`config.mk`:
```
export PLATFORM = sky130hd
export DESIGN_NAME = dma_status_reg
export DESIGN_NICKNAME = d
export VERILOG_FILES = /design/src/rtl/dma_status_reg.sv
export SDC_FILE = /design/constraint.sdc
export NUM_CORES = 1
export LEC_CHECK = 0
export ABC_AREA = 0
export BUFFER_PORTS_ARGS = -buffer_cell sky130_fd_sc_hd__buf_2
export CAP_MARGIN = 20
export CORE_MARGIN = 4
export CORE_UTILIZATION = 27
export DETAILED_ROUTE_END_ITERATION = 8
export PLACE_DENSITY = 0.83
export SKIP_CTS_REPAIR_TIMING = 1
export SKIP_LAST_GASP = 1
export SLEW_MARGIN = 10
export SYNTH_ARGS = -nofsm -noshare
export SYNTH_HDL_FRONTEND = slang
export SYNTH_SLANG_ARGS = --single-unit
```
`constraint.sdc`:
```
create_clock -name clk -period 1.1 [get_ports clk]
set_input_delay 0.055 -clock clk [delete_from_list [all_inputs] [get_ports clk]]
set_output_delay 0.055 -clock clk [all_outputs]
set_load 0.01 [all_outputs]
```
`src/rtl/dma_status_reg.sv`:
```
module dma_status_reg #(
  parameter int ADDR_W          = 16,
  parameter int DATA_W          = 32,
  parameter logic [ADDR_W-1:0] REG_OFF = 16'h1804
) (
  input  logic              clk,
  input  logic              rst_n,
  input  logic              reg_en,
  input  logic              reg_wr,
  input  logic [ADDR_W-1:0] reg_addr,
  input  logic [DATA_W-1:0] reg_wdata,
  output logic [DATA_W-1:0] reg_rdata,
  input  logic              ev_desc_fetch,
  input  logic              ev_desc_done,
  input  logic              ev_desc_last,
  input  logic              ev_bus_err,
  input  logic              ev_master_abort,
  input  logic              desc_wb_en,
  output logic              irq
);
  localparam int BIT_BUSY  = 10;
  localparam int BIT_XFER  = 9;
  localparam int BIT_CHAIN = 8;
  localparam int BIT_ABORT = 5;

  logic busy_q, xfer_q, chain_q, abort_q;
  logic rd_hit, wr_hit, busy_clr;
  logic set_xfer, set_chain;

  assign rd_hit    = reg_en && !reg_wr && (reg_addr == REG_OFF);
  assign wr_hit    = reg_en &&  reg_wr && (reg_addr == REG_OFF);
  assign set_xfer  = ev_desc_done && !ev_desc_last;
  assign set_chain = ev_desc_done &&  ev_desc_last;
  assign busy_clr  = ev_bus_err || (set_chain && !desc_wb_en);

  always_ff @(posedge clk or negedge rst_n) begin
    if (!rst_n) begin
      busy_q  <= 1'b0;
      xfer_q  <= 1'b0;
      chain_q <= 1'b0;
      abort_q <= 1'b0;
    end else begin
      if (busy_clr)           busy_q <= 1'b0;
      else if (ev_desc_fetch) busy_q <= 1'b1;
      xfer_q  <= set_xfer        || (xfer_q  && !rd_hit);
      chain_q <= set_chain       || (chain_q && !rd_hit);
      abort_q <= ev_master_abort || (abort_q && !rd_hit);
    end
  end

  always_comb begin
    reg_rdata = '0;
    if (rd_hit) begin
      reg_rdata[BIT_BUSY]  = busy_q;
      reg_rdata[BIT_XFER]  = xfer_q;
      reg_rdata[BIT_CHAIN] = chain_q;
      reg_rdata[BIT_ABORT] = abort_q;
    end
  end

  assign irq = xfer_q || chain_q || abort_q;

  logic unused_ok;
  assign unused_ok = ^{reg_wdata, wr_hit};
endmodule

```
Yosys cells after proc, flatten, opt, wreduce, memory -nomap -nowiden
Index checks and enable logic that the tools add are counted.
{"block": "op_classes", "n_reduce_logical": 19, "n_mux": 4, "eq_ne": 1}
{"cell": "== test 16 x 13 -> 1 bit (second input constant)", "n": 1}
{"cell": "logical AND 1 bit", "n": 8}
{"cell": "logical OR 1 bit", "n": 6}
{"cell": "logical NOT 1 bit", "n": 4}
{"cell": "2-to-1 mux 1 bit", "n": 3}
{"cell": "2-to-1 mux 3 bit", "n": 1}
{"cell": "nonzero test 2 bit", "n": 1}
{"block": "word_totals", "regBits": 4, "input_bits": 58}

Longest topological paths before layout
Gate-level depths: netlist of the first run.
{"block": "depth", "word_depth": 6, "mapped_depth": 3}

Worst setup path before layout of the first run
Ideal clock, no wire load.
{"block": "synth_timing", "path_type": "input to register", "from": "input reg_addr[4]", "to": "register xfer_q", "path_buffers": 0, "setup_time_ps": 138, "t_arrival_ps": 811, "setup_slack_ps": 151, "cell_stages": 3, "cell_sequence": "or4_4 o21ai_1 o221ai_1"}
{"block": "synth_via", "elab_chain_len": 5}
{"item": "start, declared", "line": "10", "rtl": "input logic [ADDR_W-1:0] reg_addr,"}
{"item": "== test 16 x 13 -> 1 bit"}
{"item": "logical AND 1 bit", "line": "30", "rtl": "assign rd_hit = reg_en && !reg_wr && (reg_addr == REG_OFF);"}
{"item": "logical NOT 1 bit", "line": "45", "rtl": "xfer_q <= set_xfer || (xfer_q && !rd_hit);"}
{"item": "logical AND 1 bit", "line": "45"}
{"item": "logical OR 1 bit", "line": "45"}
{"item": "end signal, assigned", "line": "45"}
{"item": "end, declared", "line": "26", "rtl": "logic busy_q, xfer_q, chain_q, abort_q;"}
Every way passes these cells.
A chain may end at the register's enable or synchronous reset.

Final worst setup path of the first run
{"block": "layout_timing", "from": "register xfer_q", "to": "output reg_rdata[9]"}
{"block": "layout_via", "elab_chain_len": 1}
{"item": "2-to-1 mux 3 bit", "line": "53", "rtl": "if (rd_hit) begin"}
{"item": "end, declared", "line": "12", "rtl": "output logic [DATA_W-1:0] reg_rdata,"}
Every way passes these cells.

==> metrics, run 1 <==
status finished clean; synth warn 0; GRT Resource Usage Total 7.963%; M1 WL roughly 420 um; critical path depth 3; reg2reg path depth 2; skew final 0 ns; Post-DP HPWL 1.041 mm; Syn Std Cell Area 494.2 um^2; setup ws final 0.06742 ns; CP endpoint kind output pin; IO Pins 91; DRC Markers 0; Initial Utilization 28.62%; Fillers approximately 190; CP arrival approximately 0.98 ns; Max Cap Viol 0; Peak VDD IR 0.0002150 V; Fmax 0.9684 GHz; layout cells sized above 1 41.41%; Setup CP Type flop to output pin; vias in the first global route 377; Place WS -0.04144 ns; Critical path buffers and inverters 2; DR iter-0 viols 3; library cells used by synthesis 18; Overflow after GRT 0; CTS Root Cell clkbuf_4; setup violators final 0; P&R area growth vs syn 33.92%; Critical Path RT between 1 and 1.5 ns; Pwr Density about 700 nW/um^2; CTS H-tree lvls 1; Clock Path Buffers 2; Slew Limit Fails 0; row count 15; Seq/Total Area, Yosys 20.25%; commonest non-fill, non-tap cell in the layout buf_2; DR pass1 iterations 3; Fin. Hold Viols 0; met2 WL 570 um; WL/cell 9.726 um; Die ar. between 2000 and 3000 um^2; TritonCTS Buffers 3; Final ANT Viol Nets 0; clock-pin slew on the worst setup and hold paths 0.04 ns; uppermost layer routed met4; RD Place Congestion 0.8339; Syn Area/Cell 7.603 um^2; worst reg2reg path startpoint xfer_q; largest net degree at the start of global routing 5; LEAKAGE 0.3598 nW; CP endpoint reg_rdata[9]; Inst Count DP 119; port buffer count 30; crit start category flop; cells after synthesis 65; reg2reg end xfer_q; cell family with most CP delay flip-flops; total core area 1727 um^2; Sink Count 4; Critical Path Source xfer_q; most frequent cells in the layout buf_2, conb_1, inv_1, nor2_1, nor3_1; fin cells roughly 120; R2R setup slack 0.41 ns; CP max stage cell dfrtp_1; crit-path cells inv_1 -> nor3_1 -> buf_2; initial antenna violation count 0; Post-Route WL 1.206 mm; worst-skew pair later-pin latency 0.23 ns; die height 50.79 um; slowest stage delay, CP 0.33 ns; Layout Nets 159; Hold WC Path Type input port to flop; met3 wire length 168 um; antenna diode count 0; routed vias/inst 3.806; global-route wire length before repair 1.462 mm; CTS tree yes; fin crit share 93.87%; fin crit period 1.033 ns; routed vias 472; Yosys reg bits 4; critical-path maximum fanout 3; Die X 50.79 um
where the power goes:
group | internal (W) | leakage (nW) | switching (W) | total, W
Combinational | 0.0000515 | 0.307 | 0.0000835 | 0.000135
Sequential | 0.000151 | 0.0390 | 0.00000131 | 0.000152
Clock | 0.000122 | 0.0138 | 0.0000563 | 0.000178
worst min-delay path by stage:
stage,from,endpoint,depth (start not counted)
final,ev_desc_last,xfer_q,2
after detailed placement,rst_n,chain_q,1
after global placement,rst_n,busy_q,1
after floorplan,rst_n,abort_q,0
after CTS,rst_n,abort_q,1
after global routing,ev_desc_last,xfer_q,2
state kept, by name, indices dropped and copies added (netlist names):
signal   count
abort_q      1
busy_q       1
chain_q      1
xfer_q       1
worst reg2reg max path, delay by kind of cell (launching register included):
kind / cells / cell delay [ns]
flip-flops: 1 / 0.37
buffers and inverters: 1 / 0.09
AO/OA/AOI/OAI: 1 / 0.10
through the flow:
stage | utilization, % | hold WS [ns] | TNS, ns | area, um^2 | power, W
floorplan | - | -0.2406 | 0 | 595.6 | 0.0002853
global placement | 32.83 | -0.1395 | -0.03116 | 566.8 | 0.0002625
detailed placement | 32.83 | -0.1391 | -0.1414 | 566.8 | 0.0002650
CTS | 34.13 | -0.3882 | -0.1354 | 589.3 | 0.0004503
global route | 38.33 | 0.1063 | -0.01455 | 661.9 | 0.0004877
finish | 38.33 | 0.08515 | 0 | 661.9 | 0.0004651
per-layer routing:
metal / vias to the layer above / track usage (%)
met3: 4 / 2.967
met1: 204 / 6.989
met4: 0 / 9.417
met5: - / 0
met2: 33 / 12.83
li1: 231 / -
Yosys cell counts (all sizes together):
library cell	number	area, um^2
and3	1	6.260
nor2	5	18.77
a21oi	2	10.01
buf	28	210.2
nand3	2	10.01
nor4b	2	17.52
conb	1	3.750
inv	5	18.77
o21ai	1	5.000
nand2	2	7.510
nor3	6	30.03
dfrtp	4	100.1
nor4bb	1	10.01
o221ai	1	8.760
nor4	1	6.260
or4	1	11.26
or4b	1	13.76
a31oi	1	6.260
area by class of cell:
| cell class | instances | area [um^2] | share of cell area [%] |
|---|---|---|---|
| sequential | 4 | 100.1 | 15.12 |
| clock buffer | 3 | 22.52 | 3.403 |
| multi-input combinational | 55 | 319.1 | 48.20 |
| timing repair buffer | 32 | 170.2 | 25.71 |
| tap | 25 | 31.28 | 4.726 |
| inverter | 5 | 18.77 | 2.836 |
cells by family after synthesis:
group           synth area share, %
flops                         20.25
compound gates                6.076
other cells                  0.7588
buf+inv                       46.33
simple gates                  26.59
(Power assumes the default switching activity.)
==> run 2, diff against run 1 <==
Settings changed: RECOVER_POWER set to 50.
==> run 2 against run 1 <==
  * Clock power is essentially flat
  * Die area did not move
  * Clock skew stayed put
  * Hold slack about the same
  * Sequential power barely moved
  * Setup slack is essentially flat
  * Sequential cell count did not move
  * Via count is the same
  * Total power decreased by 0.41%
  * First-iteration DRC count stayed put
  * Critical path type unchanged
==> metrics, run 2 (synthesis results as in run 1) <==
Initial Utilization 28.62%; most frequent cells in the layout buf_2, conb_1, inv_1, nor2_1, nor3_1; GRT Resource Usage Total 7.963%; antenna diode count 0; IO Pins roughly 90; setup_tns 0 ns; CTS H-tree lvls 1; Pwr Total 0.0004632 W; clock-pin slew on the worst setup and hold paths 0.04 ns; DR pass1 iterations 3; initial antenna violation count 0; Final ANT Viol Nets 0; DR iter-0 viols 3; Fin. Hold Viols 0; setup ws final 0.06744 ns; Multi-input gate area 315.3 um^2; DP Area 566.8 um^2; cell family with most CP delay flip-flops; worst-skew pair later-pin latency 0.23 ns; routed vias/inst 3.806; Slew Limit Fails 0; layout cells sized above 1 roughly two fifths; CP arrival 0.98 ns; CTS tree yes; global-route wire length before repair 1.462 mm; CP endpoint kind output pin; WL/cell around 9.7 um; fin crit share 93.87%; Sink Count 4; Fillers 190; Setup CP Type flop to output pin; commonest non-fill, non-tap cell in the layout buf_2; sequential cell area between 100 and 150 um^2; die height 50.79 um; Die ar. 2579 um^2; CTS Root Cell clkbuf_4; critical-path maximum fanout 3; Critical Path RT 1.04 ns; port buffer count 30; skew final 0 ns; Layout Nets about 160; Pwr Density 705.1 nW/um^2; LEAKAGE 0.3554 nW; crit start category flop; Critical path buffers and inverters 2; Overflow after GRT 0; Post-Route WL 1.207 mm; Fmax 0.9685 GHz; Peak VDD IR approximately 0.00021 V; Clock Path Buffers 2; Post-DP HPWL around 1.0 mm; finished layout cell area 656.9 um^2; DRC Markers 0; routed vias 472; Hold WC Path Type input port to flop; fin crit period 1.033 ns; P&R area growth vs syn 32.91%; status finished clean; Place WS -0.04144 ns; vias in the first global route 377; setup violators final 0; row count 15; RD Place Congestion 0.8339; CP max stage cell dfrtp_1; slowest stage delay, CP roughly 0.33 ns; crit-path cells inv_1 -> nor3_1 -> buf_2; total core area between 1500 and 2000 um^2; largest net degree at the start of global routing 5; hold_ws about 0.085 ns; Die X slightly above 50 um; TritonCTS Buffers 3; Max Cap Viol 0
run 2: per-stage QoR:
| step | utilization, % | cells |
|---|---|---|
| after detailed placement | 32.83 | 119 |
| final | 38.04 | 124 |
| after global routing | 38.04 | 124 |
| after floorplan | - | 92 |
| after global placement | 32.83 | 119 |
| after CTS | 34.13 | 122 |
run 2: power by group:
part           internal, W  total (W)  switching (W)
sequential        0.000151   0.000152     0.00000131
combinational    0.0000502   0.000133      0.0000829
clock             0.000122   0.000178      0.0000563
total             0.000323   0.000463       0.000141
run 2: path summary, 6_finish.rpt:
path | depth (start not counted) | slack (ns) | start | endpoint
max | 3 | 0.07 | xfer_q | reg_rdata[9]
min | 2 | 0.09 | ev_desc_last | xfer_q
max reg2reg | 2 | 0.41 | xfer_q | xfer_q
min reg2reg | 2 | 0.49 | xfer_q | xfer_q
max in group asynchronous | 2 | 0.74 | rst_n | busy_q
min in group asynchronous | 2 | 0.18 | rst_n | abort_q
run 2: area by class of cell:
| type | instances | share of cell area (%) |
|---|---|---|
| Multi-Input combinational cell | 55 | 48.00 |
| Sequential cell | 4 | 15.24 |
| Tap cell | 25 | 4.762 |
| Timing Repair Buffer | 32 | 25.71 |
| Inverter | 5 | 2.857 |
| Clock buffer | 3 | 3.429 |
run 2: worst reg2reg max path, stage by stage, from the launching register on:
cell	delay (ns)
dfrtp_1	0.37
inv_1	0.09
o221ai_1	0.10
run 2: routing by layer:
metal | vias up | routed length (um) | track usage [%]
met5 | - | 0 | 0
met3 | 4 | 168 | 2.967
met4 | 0 | 44 | 9.417
met2 | 33 | 571 | 12.83
li1 | 231 | - | -
met1 | 204 | 422 | 6.989
